File: src/rtl/usbo_pkg.sv
package usbo_pkg;
  typedef enum logic [1:0] {
    HS_IDLE = 2'd0,
    HS_ACK  = 2'd1,
    HS_NAK  = 2'd2
  } hs_e;
endpackage

File: src/rtl/usbo_slot_ram.sv
module usbo_slot_ram #(
  parameter int NSLOT      = 2,
  parameter int SLOT_BYTES = 128,
  localparam int SW        = $clog2(NSLOT),
  localparam int AW        = $clog2(SLOT_BYTES)
) (
  input  logic          clk,
  input  logic          wr_en,
  input  logic [SW-1:0] wr_slot,
  input  logic [AW-1:0] wr_addr,
  input  logic [7:0]    wr_data,
  input  logic [SW-1:0] rd_slot,
  input  logic [AW-1:0] rd_addr,
  output logic [7:0]    rd_q
);
  logic [7:0] mem [NSLOT][SLOT_BYTES];

  always_ff @(posedge clk) begin
    if (wr_en) mem[wr_slot][wr_addr] <= wr_data;
  end

  assign rd_q = mem[rd_slot][rd_addr];
endmodule

File: src/rtl/usbo_rx_fill.sv
module usbo_rx_fill
  import usbo_pkg::*;
#(
  parameter int SLOT_BYTES = 128,
  localparam int AW        = $clog2(SLOT_BYTES),
  localparam int CW        = $clog2(SLOT_BYTES + 1)
) (
  input  logic          clk,
  input  logic          rst_n,
  input  logic          sop,
  input  logic          valid,
  input  logic          eop,
  input  logic          crc_ok,
  input  logic          tok,
  input  logic [1:0]    slot_full,
  output logic          wr_en,
  output logic          wr_slot,
  output logic [AW-1:0] wr_addr,
  output logic          commit,
  output logic          commit_slot,
  output logic [CW-1:0] commit_len,
  output hs_e           hs
);
  logic          active_q, active_d;
  logic          ovf_q, ovf_d;
  logic          wsel_q, wsel_d;
  logic [CW-1:0] ptr_q, ptr_d;
  hs_e           hs_q, hs_d;

  always_comb begin
    active_d = active_q;
    ovf_d    = ovf_q;
    wsel_d   = wsel_q;
    ptr_d    = ptr_q;
    wr_en    = 1'b0;
    commit   = 1'b0;
    if (sop) begin
      active_d = !slot_full[wsel_q];
      ptr_d    = '0;
      ovf_d    = 1'b0;
    end else if (eop) begin
      if (active_q) begin
        active_d = 1'b0;
        if (crc_ok && !ovf_q && (ptr_q != '0)) begin
          commit = 1'b1;
          wsel_d = ~wsel_q;
        end
      end
    end else if (valid && active_q) begin
      if (ptr_q == CW'(SLOT_BYTES)) begin
        ovf_d = 1'b1;
      end else begin
        wr_en = 1'b1;
        ptr_d = ptr_q + 1'b1;
      end
    end
    if (tok) hs_d = slot_full[wsel_q] ? HS_NAK : HS_ACK;
    else     hs_d = HS_IDLE;
  end

  always_ff @(posedge clk or negedge rst_n) begin
    if (!rst_n) begin
      active_q <= 1'b0;
      ovf_q    <= 1'b0;
      wsel_q   <= 1'b0;
      ptr_q    <= '0;
      hs_q     <= HS_IDLE;
    end else begin
      active_q <= active_d;
      ovf_q    <= ovf_d;
      wsel_q   <= wsel_d;
      ptr_q    <= ptr_d;
      hs_q     <= hs_d;
    end
  end

  assign wr_slot     = wsel_q;
  assign wr_addr     = ptr_q[AW-1:0];
  assign commit_slot = wsel_q;
  assign commit_len  = ptr_q;
  assign hs          = hs_q;

  AST_WRITE_INTO_FREE: assert property (@(posedge clk) disable iff (!rst_n)
    wr_en |-> !slot_full[wr_slot]);
  AST_PTR_LIMIT: assert property (@(posedge clk) disable iff (!rst_n)
    ptr_q <= CW'(SLOT_BYTES));
endmodule

File: src/rtl/usbo_rd_drain.sv
module usbo_rd_drain #(
  parameter int SLOT_BYTES = 128,
  localparam int AW        = $clog2(SLOT_BYTES),
  localparam int CW        = $clog2(SLOT_BYTES + 1)
) (
  input  logic               clk,
  input  logic               rst_n,
  input  logic               rd,
  input  logic [1:0]         slot_full,
  input  logic [1:0][CW-1:0] cnt,
  output logic               ready,
  output logic               rd_slot,
  output logic [AW-1:0]      rd_addr,
  output logic               release_pulse
);
  logic          rsel_q, rsel_d;
  logic [AW-1:0] rptr_q, rptr_d;
  logic          pop, last;

  always_comb begin
    ready         = slot_full[rsel_q];
    last          = (CW'(rptr_q) + CW'(1)) == cnt[rsel_q];
    pop           = rd && ready;
    release_pulse = pop && last;
    rsel_d        = rsel_q;
    rptr_d        = rptr_q;
    if (pop) begin
      if (last) begin
        rptr_d = '0;
        rsel_d = ~rsel_q;
      end else begin
        rptr_d = rptr_q + 1'b1;
      end
    end
  end

  always_ff @(posedge clk or negedge rst_n) begin
    if (!rst_n) begin
      rsel_q <= 1'b0;
      rptr_q <= '0;
    end else begin
      rsel_q <= rsel_d;
      rptr_q <= rptr_d;
    end
  end

  assign rd_slot = rsel_q;
  assign rd_addr = rptr_q;

  AST_NO_POP_IDLE: assert property (@(posedge clk) disable iff (!rst_n)
    (rd && !ready) |=> ($stable(rptr_q) && $stable(rsel_q)));
  AST_PTR_IN_COUNT: assert property (@(posedge clk) disable iff (!rst_n)
    ready |-> (CW'(rptr_q) < cnt[rsel_q]));
endmodule

File: src/rtl/usb_out_pingpong.sv
module usb_out_pingpong
  import usbo_pkg::*;
#(
  parameter int SLOT_BYTES = 128,
  localparam int AW        = $clog2(SLOT_BYTES),
  localparam int CW        = $clog2(SLOT_BYTES + 1)
) (
  input  logic          clk,
  input  logic          rst_n,
  input  logic          rx_sop,
  input  logic          rx_valid,
  input  logic [7:0]    rx_data,
  input  logic          rx_eop,
  input  logic          rx_crc_ok,
  input  logic          tok_out,
  output logic          hs_ack,
  output logic          hs_nak,
  input  logic          cpu_rd,
  output logic [31:0]   cpu_rdata,
  output logic [CW-1:0] slot0_len,
  output logic [CW-1:0] slot1_len,
  output logic          irq,
  input  logic          irq_clr
);
  logic [1:0]         rst_sync_q;
  logic               rst_int_n;
  logic [1:0]         full_vec;
  logic [1:0][CW-1:0] len_vec;
  logic               wr_en, wr_slot, commit, commit_slot;
  logic [AW-1:0]      wr_addr, rd_addr;
  logic [CW-1:0]      commit_len;
  logic               ready, rd_slot, release_pulse;
  logic [7:0]         ram_q;
  hs_e                hs;
  logic               irq_q, irq_d;

  always_ff @(posedge clk or negedge rst_n) begin
    if (!rst_n) rst_sync_q <= 2'b00;
    else        rst_sync_q <= {rst_sync_q[0], 1'b1};
  end
  assign rst_int_n = rst_sync_q[1];

  usbo_rx_fill #(.SLOT_BYTES(SLOT_BYTES)) u_fill (
    .clk(clk), .rst_n(rst_int_n), .sop(rx_sop), .valid(rx_valid), .eop(rx_eop),
    .crc_ok(rx_crc_ok), .tok(tok_out), .slot_full(full_vec), .wr_en(wr_en),
    .wr_slot(wr_slot), .wr_addr(wr_addr), .commit(commit),
    .commit_slot(commit_slot), .commit_len(commit_len), .hs(hs)
  );

  usbo_slot_ram #(.NSLOT(2), .SLOT_BYTES(SLOT_BYTES)) u_ram (
    .clk(clk), .wr_en(wr_en), .wr_slot(wr_slot), .wr_addr(wr_addr),
    .wr_data(rx_data), .rd_slot(rd_slot), .rd_addr(rd_addr), .rd_q(ram_q)
  );

  usbo_rd_drain #(.SLOT_BYTES(SLOT_BYTES)) u_drain (
    .clk(clk), .rst_n(rst_int_n), .rd(cpu_rd), .slot_full(full_vec),
    .cnt(len_vec), .ready(ready), .rd_slot(rd_slot), .rd_addr(rd_addr),
    .release_pulse(release_pulse)
  );

  for (genvar s = 0; s < 2; s++) begin : g_slot
    logic          full_q, full_d, set_s, clr_s;
    logic [CW-1:0] len_q, len_d;

    always_comb begin
      set_s  = commit && (commit_slot == 1'(s));
      clr_s  = release_pulse && (rd_slot == 1'(s));
      full_d = (full_q | set_s) & ~clr_s;
      len_d  = set_s ? commit_len : len_q;
    end

    always_ff @(posedge clk or negedge rst_int_n) begin
      if (!rst_int_n) begin
        full_q <= 1'b0;
        len_q  <= '0;
      end else begin
        full_q <= full_d;
        len_q  <= len_d;
      end
    end

    assign full_vec[s] = full_q;
    assign len_vec[s]  = len_q;

    AST_FULL_HOLDS: assert property (@(posedge clk) disable iff (!rst_int_n)
      (full_q && !(release_pulse && rd_slot == 1'(s))) |=> full_q);
  end

  always_comb begin
    irq_d = commit | (irq_q & ~irq_clr) | (irq_clr & full_vec[0] & full_vec[1]);
  end

  always_ff @(posedge clk or negedge rst_int_n) begin
    if (!rst_int_n) irq_q <= 1'b0;
    else            irq_q <= irq_d;
  end

  assign irq       = irq_q;
  assign hs_ack    = (hs == HS_ACK);
  assign hs_nak    = (hs == HS_NAK);
  assign cpu_rdata = {24'h000000, ready ? ram_q : 8'h00};
  assign slot0_len = len_vec[0];
  assign slot1_len = len_vec[1];

  AST_IRQ_ON_COMMIT: assert property (@(posedge clk) disable iff (!rst_int_n)
    commit |=> irq);
  AST_NAK_BOTH_FULL: assert property (@(posedge clk) disable iff (!rst_int_n)
    (tok_out && (&full_vec)) |=> hs_nak);
endmodule

File: config.mk
export PLATFORM = sky130hd
export DESIGN_NAME = usb_out_pingpong
export DESIGN_NICKNAME = d
export VERILOG_FILES = /design/src/rtl/usbo_pkg.sv /design/src/rtl/usbo_slot_ram.sv /design/src/rtl/usbo_rx_fill.sv /design/src/rtl/usbo_rd_drain.sv /design/src/rtl/usb_out_pingpong.sv
export SDC_FILE = /design/constraint.sdc
export NUM_CORES = 2
export LEC_CHECK = 0
export BUFFER_PORTS_ARGS = -buffer_cell sky130_fd_sc_hd__clkbuf_2
export CAP_MARGIN = 20
export CORE_UTILIZATION = 48
export CTS_CLUSTER_SIZE = 10
export DETAILED_ROUTE_END_ITERATION = 12
export PLACE_DENSITY = 0.59
export SLEW_MARGIN = 30
export SYNTH_ARGS = -nofsm -noshare
export SYNTH_HDL_FRONTEND = slang
export SYNTH_SLANG_ARGS = --single-unit
File: constraint.sdc
create_clock -name clk -period 3.8 [get_ports clk]
set_clock_uncertainty 0.15 [all_clocks]
set_input_delay 1.14 -clock clk [delete_from_list [all_inputs] [get_ports clk]]
set_output_delay 1.14 -clock clk [all_outputs]
set_load 0.05 [all_outputs]
==> impl_metrics.toml <==
[global_route]
grt_pass1_wl_um = 309000
grt_antenna_before_repair = 13
grt_usage_pct = 24.9
grt_overflow = 0
grt_pass1_vias = 43800
grt_max_degree = 98

[sta]
clock.fmax_ghz = 0.187
slew_viol_final = 0
final.period_utilization_pct = 141
setup_ws_ns = -1.56
max_slew_margin_pct = 32.3
hold_viol = 0
tightest_slew_ns = 1.01
grt_setup_unrepaired = "yes"
min_period_ns = 5.36
finalHoldWorstSlack_ns = 0.198
setup_viol = 8

[synthesis]
synth_enable_flop_cells = 2048
yosys_most_used_dff = "edfxtp_1"
ys_warn_count = 0
netlist_area_mm2 = 0.0821
synth.distinct_cells = 62
yosysSeqAreaShare_pct = 76.2
synthArstFlopShare_pct = 2.01
syn_avg_cell_area_um2 = 19.4
synth_seq_cells = 2090
synth_cells = 4227

[die]
die_w_um = 416
die_area_mm2 = 0.173
rows = 151
die_h_um = 416
initial_core_util_pct = 48.4
core_area_mm2 = 0.170
ios = 68

[status]
violations = "negative setup slack"
status = "finished, violations left"

[setup_path]
arrival_ns = 4.07
crit-reg2reg-capture = "u_drain.rd_slot$_DFFE_PN0N_"
crit_chain = "nand3b_1 > buf_6 > buf_4 > clkbuf_16 > o221ai_2 > a21oi_1 > a22o_1 > mux4_2 > buf_12 > o211ai_1 > buf_4 > buf_12"
reg2reg_from = "u_drain.rd_addr[0]$_DFFE_PN0P_"
crit_slowest_cell = "mux4_2"
cp.depth = 12
worstPathRequired_ns = 2.51
cp-end-kind = "output port"
cp_max_fo = 7
critical-path-max-stage-delay_ns = 0.52
cp_num_buf_inv = 6
path_delay_family = "buffers and inverters"
crit_type = "flop to output port"
cp-start-kind = "flop"
r2r_slack_ns = 0.11
reg2reg_depth = 11

[layout]
nFillCells = 12700
area_growth_pct = 18.3
finalNonFillerCells = 7276
nNetsFinal = 4985
stdcell_area_mm2 = 0.0972
drive_gt1_share_pct = 28.2

[place]
place_area_mm2 = 0.0899
placed_cells = 6913
portBuffers = 43
dpl.hpwl_um = 137000
place.gp.congestion = 0.862

[power_and_ir_drop]
p_per_area_mw_per_mm2 = 569
total_power_mw = 55.3
leakage_nw = 30.7
vdd_drop_max_uv = 419

[clock_tree]
cts_root_buf = "clkbuf_16"
cts_tree = "yes"
cts_sinks = 2090
cts.clk_slew.worst_paths_ns = 0.06
clk_latency_ns = 0.86
numCtsBuffers = 230
clock_path_buffers = 3
h-tree-depth = 4

[route]
vias = 43600
vias_per_cell = 5.99
drtAntennaViolNets = 0
drtIter0Drc = 4884
wirelength_um = 217000
drt_drc_violations_left = 0
firstDrtPassIters = 5
wl_per_cell_um = 29.8

[job]
drv_cap = 0

[hold_path]
hold_class = "flop to async pin"
==> worst register-to-register path, cell delays in order (launching register included) <==
cell     delay (ns)
dfrtp_4        0.45
buf_4          0.15
buf_12         0.23
buf_16         0.25
buf_4          0.22
ha_1           0.26
and3_1         0.21
and3_1         0.24
xnor3_1        0.36
nor4_4         0.40
nand3_1        0.26
xnor2_1        0.36
==> synth_stat cells (all sizes together), types with 20 or more instances <==
cell type / count / area (um^2)
a21oi: 121 / 606
a221oi: 143 / 1250
a22o: 29 / 254
buf: 171 / 1440
clkbuf: 131 / 492
dfrtp: 42 / 1050
edfxtp: 2048 / 61500
mux2: 20 / 225
mux2i: 506 / 5060
mux4: 272 / 6130
nand2: 55 / 206
nand3: 20 / 100
nor2: 276 / 1040
o21ai: 126 / 631
o221ai: 123 / 1080
==> per-stage QoR <==
step | utilization (%) | setup WS, ns | TNS (ns)
after floorplan | - | -0.318 | -1.91
after global placement | 53.0 | -1.13 | -7.15
after detailed placement | 53.0 | -1.12 | -7.32
after CTS | 56.9 | -1.60 | -12.11
after global routing | 57.3 | -1.61 | -12.39
final | 57.3 | -1.56 | -11.99
==> flip-flops by register name, indices dropped and copies added, names as in the netlist <==
register / flops
u_fill.hs: 2
slot1_len: 8
g_slot.full_q: 2
u_fill.active_q: 1
rst_sync_q: 2
u_drain.rd_slot: 1
irq: 1
slot0_len: 8
u_fill.ovf_q: 1
u_fill.commit_slot: 1
u_ram.mem: 2048
u_fill.commit_len: 8
u_drain.rd_addr: 7
==> cell type report <==
cell class | instances | area (um^2) | share of cell area [%]
Sequential cell | 2090 | 62600 | 64.4
Clock buffer | 297 | 6030 | 6.20
Tap cell | 2218 | 2780 | 2.86
Multi-Input combinational cell | 1851 | 18200 | 18.8
Inverter | 8 | 31.3 | 0.0322
Timing Repair Buffer | 784 | 7240 | 7.45
Antenna cell | 7 | 17.5 | 0.0180
Clock inverter | 21 | 269 | 0.277
==> where the power goes <==
group	internal (mW)	switching, mW	total [mW]
logic	4.03	6.32	10.3
clock network	11.0	8.49	19.5
registers	25.4	0.105	25.5
==> repair_timing <==
item                                    4_1_cts  5_1_grt
resized for setup                            76       67
gates cloned                                  1        5
buffers inserted                              5       26
hold buffers                                  1        0
endpoints found under the setup margin        9        8
pin swaps                                    14       22
endpoints found under the hold margin         2        0
==> cells by family after synthesis <==
family,synth area share (%)
AO/OA/AOI/OAI,5.17
XOR/XNOR,0.219
adder cells (fa/ha/maj),0.0457
buffers and inverters,2.39
flip-flops,76.2
multiplexers,13.9
other,0.00914
AND/OR/NAND/NOR,2.11
==> per-layer routing <==
layer | vias to the layer above | GRT usage [%] | wire (um)
met4 | 4 | 8.87 | 7020
met2 | 1717 | 38.9 | 103000
met5 | - | 0 | 30
met3 | 365 | 5.34 | 16500
met1 | 22700 | 34.8 | 90000
li1 | 18800 | - | -
==> how the worst max path moves through the flow <==
| stage | from | endpoint | slack, ns |
|---|---|---|---|
| global route | u_drain.rd_slot$_DFFE_PN0N_ | cpu_rdata[2] | -1.61 |
| floorplan | u_drain.rd_slot$_DFFE_PN0N_ | cpu_rdata[5] | -0.32 |
| detailed placement | u_drain.rd_slot$_DFFE_PN0N_ | cpu_rdata[4] | -1.12 |
| global placement | u_drain.rd_slot$_DFFE_PN0N_ | cpu_rdata[4] | -1.13 |
| finish | u_drain.rd_addr[0]$_DFFE_PN0P_ | cpu_rdata[3] | -1.56 |
| CTS | u_drain.rd_slot$_DFFE_PN0N_ | cpu_rdata[1] | -1.60 |
==> cell usage in the layout, fill, tap and decap left out, types with 20 or more instances in the layout <==
| cell | instances |
|---|---|
| mux4_2 | 272 |
| a221oi_1 | 114 |
| o221ai_1 | 107 |
| clkbuf_2 | 27 |
| buf_12 | 92 |
| clkbuf_1 | 66 |
| conb_1 | 25 |
| a22o_1 | 21 |
| buf_4 | 630 |
| o21ai_1 | 54 |
| dfrtp_1 | 36 |
| a221oi_2 | 26 |
| mux2_2 | 20 |
| nor2_1 | 275 |
| o21ai_0 | 60 |
| edfxtp_1 | 2048 |
| nand2_1 | 54 |
| a21oi_1 | 115 |
| clkbuf_16 | 234 |
| mux2i_1 | 504 |
Power figures use the tool's default switching activity.
